[src/rtl/rpt_stat_regs.sv]
module rpt_stat_regs #(
  parameter int NPORTS = 8,
  parameter int CNT_W = 32,
  parameter logic [7:0] ID_VAL = 8'hA5
) (
  input  logic              clk,
  input  logic              rst_n,
  input  logic              cs_n,
  input  logic              cd,
  input  logic              rd_n,
  input  logic              wr_n,
  input  logic [7:0]        din,
  output logic [7:0]        dout,
  output logic              int_n,
  input  logic              ev_octet,
  input  logic              ev_txcol,
  input  logic [NPORTS-1:0] ev_toolong,
  input  logic [NPORTS-1:0] ev_ratemis,
  input  logic [NPORTS-1:0] link_chg
);

  localparam logic [4:0] B_RPT = 5'd0;
  localparam logic [4:0] B_PST = 5'd1;
  localparam logic [4:0] B_PCT = 5'd2;
  localparam logic [4:0] R_SA  = 5'd10;
  localparam logic [4:0] R_OCT = 5'd12;
  localparam logic [4:0] R_TXC = 5'd13;
  localparam logic [4:0] R_CFG = 5'd16;
  localparam logic [4:0] R_ID  = 5'd28;
  localparam logic [4:0] NP5   = 5'(NPORTS);
  localparam logic [7:0] PMASK = 8'((1 << NPORTS) - 1);
  localparam logic [CNT_W-1:0] ONE = {{(CNT_W-1){1'b0}}, 1'b1};

  logic rd_q, wr_q;
  logic [4:0] bank, regsel;
  logic ph;
  logic [2:0] idx;
  logic [7:0] cfg, en, cause;
  logic err;
  logic [47:0] sa;
  logic [31:0] snap;

  logic [CNT_W-1:0] oct, txc;
  logic [CNT_W-1:0] too_c [NPORTS];
  logic [CNT_W-1:0] mis_c [NPORTS];

  wire rd_act = ~cs_n & ~rd_n;
  wire wr_act = ~cs_n & ~wr_n;
  wire rd_p = rd_act & rd_q;
  wire wr_p = wr_act & wr_q;
  wire c_rd = rd_p & cd;
  wire d_rd = rd_p & ~cd;
  wire c_wr = wr_p & cd;
  wire d_wr = wr_p & ~cd;

  wire is_att = bank[4] && ({1'b0, bank[3:0]} < NP5);
  wire irq = |(cause & en);

  logic [47:0] cur, src;
  logic [31:0] live;
  logic [2:0] len;
  logic is_cnt, ro;
  logic [7:0] d_byte, clr;

  always_comb begin
    cur = '0;
    live = '0;
    len = 3'd0;
    is_cnt = 1'b0;
    ro = 1'b0;
    if (bank == B_RPT) begin
      case (regsel)
        R_SA:  begin cur = sa; len = 3'd6; end
        R_OCT: begin live = 32'(oct); is_cnt = 1'b1; end
        R_TXC: begin live = 32'(txc); is_cnt = 1'b1; end
        R_CFG: begin cur = 48'(cfg); len = 3'd1; end
        R_ID:  begin cur = 48'(ID_VAL); len = 3'd1; ro = 1'b1; end
        default: ;
      endcase
    end else if (bank == B_PST && regsel == 5'd0) begin
      cur = 48'(cause);
      len = 3'd1;
    end else if (bank == B_PCT && regsel == 5'd0) begin
      cur = 48'(en);
      len = 3'd1;
    end else if (is_att) begin
      for (int p = 0; p < NPORTS; p++) begin
        if (bank[3:0] == 4'(p)) begin
          if (regsel == 5'd0) begin live = 32'(too_c[p]); is_cnt = 1'b1; end
          if (regsel == 5'd1) begin live = 32'(mis_c[p]); is_cnt = 1'b1; end
        end
      end
    end
    if (is_cnt) begin
      cur = {16'b0, live};
      len = 3'd4;
      ro = 1'b1;
    end
  end

  assign src = (is_cnt && idx != 3'd0) ? {16'b0, snap} : cur;
  assign d_byte = (idx < len) ? 8'(src >> {idx, 3'b000}) : 8'h00;
  assign dout = cd ? {irq, 6'b0, err} : d_byte;
  assign int_n = ~irq;
  assign clr = (d_wr && bank == B_PST && regsel == 5'd0 && idx == 3'd0) ? din : 8'h00;

  always_ff @(posedge clk) begin
    if (!rst_n) begin
      rd_q <= 1'b1;
      wr_q <= 1'b1;
      bank <= '0;
      regsel <= '0;
      ph <= 1'b0;
      idx <= '0;
      cfg <= '0;
      en <= '0;
      cause <= '0;
      err <= 1'b0;
      sa <= '0;
      snap <= '0;
    end else begin
      rd_q <= ~rd_act;
      wr_q <= ~wr_act;
      cause <= ((cause & ~clr) | 8'(link_chg)) & PMASK;
      if (c_wr) begin
        if (!ph) begin
          bank <= din[4:0];
          ph <= 1'b1;
        end else begin
          regsel <= din[4:0];
          idx <= 3'd0;
          ph <= 1'b0;
        end
      end
      if ((d_rd || d_wr) && idx != 3'd7)
        idx <= idx + 3'd1;
      if (d_rd && is_cnt && idx == 3'd0)
        snap <= live;
      if (c_rd)
        err <= 1'b0;
      if (d_wr && ro)
        err <= 1'b1;
      if (d_wr && !ro && idx < len) begin
        if (bank == B_RPT && regsel == R_SA) begin
          for (int b = 0; b < 6; b++)
            if (idx == 3'(b)) sa[8*b +: 8] <= din;
        end
        if (bank == B_RPT && regsel == R_CFG)
          cfg <= din;
        if (bank == B_PCT && regsel == 5'd0)
          en <= din & PMASK;
      end
    end
  end

  always_ff @(posedge clk) begin
    if (ev_octet && oct != '1) oct <= oct + ONE;
    if (ev_txcol && txc != '1) txc <= txc + ONE;
    for (int p = 0; p < NPORTS; p++) begin
      if (ev_toolong[p] && too_c[p] != '1) too_c[p] <= too_c[p] + ONE;
      if (ev_ratemis[p] && mis_c[p] != '1) mis_c[p] <= mis_c[p] + ONE;
    end
  end

endmodule

[config.mk]
export PLATFORM = sky130hd
export DESIGN_NAME = rpt_stat_regs
export DESIGN_NICKNAME = d
export VERILOG_FILES = /design/src/rtl/rpt_stat_regs.sv
export SDC_FILE = /design/constraint.sdc
export NUM_CORES = 2
export LEC_CHECK = 0
export ABC_AREA = 1
export BUFFER_PORTS_ARGS = -buffer_cell sky130_fd_sc_hd__buf_2
export CORE_MARGIN = 3
export CORE_UTILIZATION = 45
export DETAILED_ROUTE_END_ITERATION = 7
export SETUP_SLACK_MARGIN = 0.2
export SKIP_CTS_REPAIR_TIMING = 1
export SLEW_MARGIN = 30
export SYNTH_ARGS = -nofsm -noshare
export SYNTH_HDL_FRONTEND = slang
export SYNTH_SLANG_ARGS = --single-unit
[constraint.sdc]
create_clock -name clk -period 5.96 [get_ports clk]
set_input_delay 1.192 -clock clk [delete_from_list [all_inputs] [get_ports clk]]
set_output_delay 1.192 -clock clk [all_outputs]
set_load 0.01 [all_outputs]
# == Word-level counts from Yosys, hierarchy flattened ==
# Memory sizes are Yosys's and may differ from the RTL's.
# Cells that the tools add are included.
# classes
n_addsub,19
order_cmp,2
n_eq_ne,39
shifts,1
n_mux,121
bitwise,20
reduce_logical,57
# op_table
op,n
2-to-1 mux 32 bit,32
"adder 32 x 1 -> 32 bit, second input constant",18
"inequality test 32 bit, second input constant",18
2-to-1 mux 48 bit,3
one-hot mux 48 bit (3 select lines),1
2-to-1 mux 1 bit,73
one-hot mux 32 bit (2 select lines),1
right shift 48 x 6 -> 8 bit,1
2-to-1 mux 8 bit,5
logical AND 1 bit,33
AND reduction 3 bit,6
AND 8 bit,2
"== test 4 x 3 -> 1 bit, second input constant",4
"== test 5 x 4 -> 1 bit, second input constant",3
2-to-1 mux 3 bit,5
"== test 5 x 1 -> 1 bit, second input constant",2
"== test 5 bit, second input constant",2
zero test 5 bit,2
AND reduction 2 bit,5
AND 1 bit,8
"== test 4 x 2 -> 1 bit, second input constant",2
NOT 1 bit,8
NOT 8 bit,1
OR 8 bit,1
other kinds (18),23
# word_totals
reg_bits,185
ramBits,512
out_inout_bits,9
wordCells,280
mem_count,2
# memory_table
name,depth,width,read_ports,rd_clocked_by_memory_dff,write_ports,line_no,source
mis_c,8,32,8,0,8,45,logic [CNT_W-1:0] mis_c [NPORTS];
too_c,8,32,8,0,8,44,logic [CNT_W-1:0] too_c [NPORTS];

# == Longest topological paths before layout ==
# logic_depth
depth_word,38
mapped_depth,25
ltp_nobuf,24

# == Worst setup path before layout ==
# OpenSTA, ideal clock, no wires.
# synth_path
path_kind,reg-to-reg
startpoint,"memory too_c[7][0], in the netlist too_c[1][96]"
endpoint,"memory too_c[7][4], in the netlist too_c[1][100] (enable)"
setup_ns,0.471
arrival_ns,3.971
required_ns,5.489
setup_slack_ns,1.519
stages_incl_launch_ff,17
synth_period_minus_slack_ns,4.441
path_cell_list,edfxtp_1 -> ha_1 -> nand3_1 -> inv_1 -> nand2_1 -> nor2_1 -> nand2_1 -> nor4_1 -> nand3_1 -> nor2_1 -> nand2_1 -> nor2_1 -> nand3_1 -> inv_1 -> nand3_1 -> nor2_1 -> a21boi_0
# synth_lines
element,line_no
from (decl),44

# == Worst setup path in the final report ==
# layout_path
startpoint,register bank[1]
endpoint,output port dout[5]
# layout_via
elab_chain_cells,36
word_cells_on_any_way,89
classes_between,order compare: 2; eq/ne: 9; shift: 1; mux: 71; reduce/logical: 6
# layout_rtl
element,line_no,source
from (decl),35,"logic [4:0] bank, regsel;"
from (signal assigned),127,bank <= din[4:0];
zero test 4 bit,88,if (bank[3:0] == 4'(p)) begin
2-to-1 mux 32 bit / 2-to-1 mux 1 bit (equally long branches),88,
2-to-1 mux 32 bit / 2-to-1 mux 1 bit (equally long branches) (4 in series),n/a,
2-to-1 mux 32 bit / 2-to-1 mux 1 bit (equally long branches),"89, 90",
2-to-1 mux 32 bit / 2-to-1 mux 1 bit (equally long branches),"90, 88",
2-to-1 mux 32 bit / 2-to-1 mux 1 bit (equally long branches),"88, 89",
2-to-1 mux 32 bit / 2-to-1 mux 1 bit (equally long branches),"89, 90",
2-to-1 mux 32 bit / 2-to-1 mux 1 bit (equally long branches),"90, 88",
[... 17 more ...],n/a,
2-to-1 mux 32 bit / 2-to-1 mux 1 bit (equally long branches),83,end else if (bank == B_PCT && regsel == 5'd0) begin
2-to-1 mux 32 bit / 2-to-1 mux 1 bit (equally long branches),80,end else if (bank == B_PST && regsel == 5'd0) begin
2-to-1 mux 32 bit / 2-to-1 mux 1 bit (equally long branches),71,if (bank == B_RPT) begin
2-to-1 mux 48 bit / logical AND 1 bit (equally long branches),"94, 101",
2-to-1 mux 48 bit,101,"assign src = (is_cnt && idx != 3'd0) ? {16'b0, snap} : cur;"
right shift 48 x 6 -> 8 bit,102,"assign d_byte = (idx < len) ? 8'(src >> {idx, 3'b000}) : 8'h00;"
2-to-1 mux 8 bit (*),102,
2-to-1 mux 8 bit (*),103,"assign dout = cd ? {irq, 6'b0, err} : d_byte;"
to (decl),13,"output logic [7:0] dout,"
# Every way passes the cells marked *; elsewhere a longest branch is shown, timed or not. The select of a mux whose other input is x is not followed.

==> results.py <==
metrics = {
    "setup_path": {
        "worstPathCellList": "inv_1 > nor2_1 > nand2_2 > clkinv_2 > nand2_1 > nand2_1 > a21oi_1 > nor2_1 > nand2_1 > nand3_1 > nand2_1 > nand2_1 > nand2_1 > nand2_1 > nand2_1 > nand3_1 > nand3_1 > nand2_1 > nand2_1 > nand3_1 > nand2_1 > inv_1 > buf_2",
        "cp_top_family": "simple AND/OR/NAND/NOR gates",
        "endpoint_kind": "primary output",
        "critical_path.max_fanout": 27,
        "crit_cells": 23,
        "critPathKind": "reg2out",
        "r2r_cells": 13,
        "crit_buf_inv": 4,
        "cp_slowest_cell": "clkinv_2",
        "critPathMaxStageDelay_ps": 480,
        "worstPathArrival_ps": 4270,
        "required_ps": 4770,
        "startpoint_type": "flop",
        "crit_path_frequent_cell": "nand2_1",
    },
    "worst_hold_path": {
        "hold_path_depth": 2,
        "hold_path.class": "reg2reg",
    },
    "placed_design": {
        "hpwl_um": 82700,
        "place_congestion": 0.907,
        "place_ws_ps": 1150,
        "portBuffers": 48,
        "dp.cells": 5738,
    },
    "pwr": {
        "p_sw_uw": 3220,
        "power_frac_seq_pct": 48.1,
        "p_clk_share_pct": 41.5,
        "p_int_uw": 9020,
        "pwr-share-comb_pct": 10.5,
        "power.density_nw_per_um2": 273,
        "p_sw_share_pct": 26.3,
        "ir_drop_v": 0.000183,
        "p_leak_uw": 0.0184,
    },
    "sta": {
        "period_needed_ps": 5470,
        "drv_slew": 0,
        "fin_hold_ws_ps": 454,
        "slew_headroom_pct": 37.5,
        "worst_pin_slew_ps": 938,
        "setup_viol": 0,
        "grt_setup_unrepaired": "no",
        "skew_ps": 29.5,
        "finalWorstSetupSlack_ps": 493,
        "hold_viol": 0,
        "setup_tns_ps": 0,
        "max_freq_mhz": 183,
        "period_share_pct": 91.7,
    },
    "yosys": {
        "yosys_warnings": 0,
        "synth-edff-count": 576,
        "synthMostInstantiatedCell": "nand2_1",
        "yosysSeqAreaShare_pct": 49.1,
        "yosys.area.top_type_share_pct": 43.0,
        "synthDistinctLibCells": 57,
        "syn_inst": 4641,
        "syn-cell-area_um2": 40200,
        "yosys-top-cells-area": "edfxtp_1, xor2_1, nand2_1, dfxtp_1, inv_1",
        "synth_flop_cell": "edfxtp_1",
        "syn-num-nets": 4707,
        "synth_seq_cells": 697,
        "syn_avg_cell_area_um2": 8.66,
        "synthTopCellsByCount": "nand2_1, inv_1, edfxtp_1, xor2_1, nand3_1",
        "synth-async-reset-ratio_pct": 0,
        "yosysTopAreaCell": "edfxtp_1",
    },
    "final_layout": {
        "final_nets": 4733,
        "syn_to_final_growth_pct": 11.4,
        "final_core_util_pct": 51.1,
        "fin_cells": 5887,
        "layout-drive-gt1-share_pct": 6.79,
    },
    "floorplanning": {
        "core-area_um2": 87700,
        "rows": 108,
        "die_h_um": 305,
        "die_x_um": 305,
        "start_util_pct": 45.8,
        "fp.dieArea_um2": 92900,
        "ios": 49,
    },
    "clock_tree": {
        "htreeDepth": 3,
        "cts_tree": "done",
        "cts.clk_slew.worst_paths_ps": 60,
        "cts.sink_count": 697,
        "clock_path_buffers": 3,
        "clk_latency_ps": 630,
        "root_buffer": "clkbuf_16",
        "cts-buffers-inserted": 81,
    },
    "drt": {
        "avgViaCountPerCell": 5.52,
        "drt_pre_antenna_iters": 7,
        "wl_um": 113000,
        "wl_met2_um": 48200,
        "drtIter0Drc": 3416,
        "ant_nets": 0,
        "routedWlPerCell_um": 19.3,
        "drt-met1-wl_um": 54100,
        "drcViolationCount": 0,
        "met3WireLength_um": 8300,
        "route.vias.total": 32500,
        "top_layer": "met4",
    },
    "grt": {
        "grt_start_max_net_pins": 90,
        "grt-ovfl-total": 0,
        "grt_pass1_wl_um": 176000,
        "grt_pass1_vias": 30000,
        "antenna_found_initial": 2,
        "track_usage_pct": 23.8,
    },
    "job": {
        "cap_violations": 0,
    },
    "status": {
        "status": "finished, final reports clean",
    },
}
==> cell type report <==
class                           instances  area [um2]
Timing Repair Buffer                  110         898
Sequential cell                       697       19700
Clock inverter                         36         327
Antenna cell                            1        2.50
Multi-Input combinational cell       3131       17600
Inverter                              646        2430
Clock buffer                          111        2360
Fill cell                            8266       42900
Tap cell                             1155        1450
==> worst paths after layout <==
kind	start	endpoint	slack (ps)
worst max-delay path	bank[1]	dout[5]	490
worst min-delay path	sa[33]	sa[33]	450
worst max register to register	regsel[0]	snap[29]	1890
worst min register to register	sa[33]	sa[33]	450
==> power by group through the flow <==
stage | clock (uW) | sequential, uW | combinational (uW)
finish | 5070 | 5880 | 1280
global route | 5360 | 5920 | 1410
CTS | 5170 | 5880 | 1270
detailed placement | 0 | 5980 | 1260
global placement | 0 | 5970 | 1230
floorplan | 0 | 5900 | 817
==> per-layer routing <==
layer,vias up,global-route usage [%]
li1,15700,-
met1,15400,37.1
met2,1155,34.6
met3,165,2.95
met4,0,6.73
met5,-,0
==> kinds of logic after synthesis <==
logic type	Yosys count	share of synthesized area, %
AND/OR/NAND/NOR	1948	21.5
buffers and inverters	813	7.72
multiplexers	6	0.149
flip-flops	697	49.1
XOR/XNOR	508	11.1
adder cells (fa/ha/maj)	26	0.809
AO/OA/AOI/OAI	643	9.70
==> placed cells by master (no fill, tap or decap), types with 6 or more instances in the layout <==
| cell | n |
|---|---|
| mux2i_1 | 6 |
| nand3_2 | 7 |
| nor3_1 | 142 |
| clkinv_1 | 16 |
| nor2_1 | 252 |
| nand4_1 | 65 |
| inv_1 | 637 |
| a31oi_4 | 7 |
| buf_2 | 48 |
| a21oi_1 | 170 |
| nand2_1 | 988 |
| o22ai_1 | 30 |
| a31oi_1 | 65 |
| o211ai_1 | 77 |
| clkbuf_16 | 87 |
| ha_1 | 26 |
| nand3_1 | 350 |
| buf_4 | 48 |
| nor4_2 | 6 |
| clkbuf_1 | 15 |
| edfxtp_1 | 576 |
| a211oi_1 | 21 |
| nor4_1 | 59 |
| o221ai_1 | 54 |
| xnor2_1 | 58 |
| nor3_2 | 12 |
| nand3b_1 | 11 |
| nor2_2 | 9 |
| xor2_1 | 450 |
| bufinv_16 | 6 |
| dfxtp_1 | 121 |
| clkinv_2 | 14 |
| clkbuf_8 | 9 |
| o21ai_0 | 187 |
| or2_2 | 20 |
==> metrics by stage <==
step	total power, uW	area, um2
after CTS	12300	44800
after detailed placement	7240	42100
after global routing	12700	44800
final	12200	44800
after floorplan	6720	40200
after global placement	7210	41900
==> sequential cells by signal (all words and copies together) (netlist names) <==
signal and cells:
too_c 256, txc 32, regsel 5, bank 5
idx 3, snap 32, cfg 8, sa 48
mis_c 256, ph 1, cause 8, en 8
err 1, oct 32, rd_q 1, wr_q 1
==> tightest hold or removal path: stages (launching register included) <==
cell	delay (ps)
dfxtp_1	310
inv_1	50
a21oi_1	50
(Power assumes the default switching activity.)
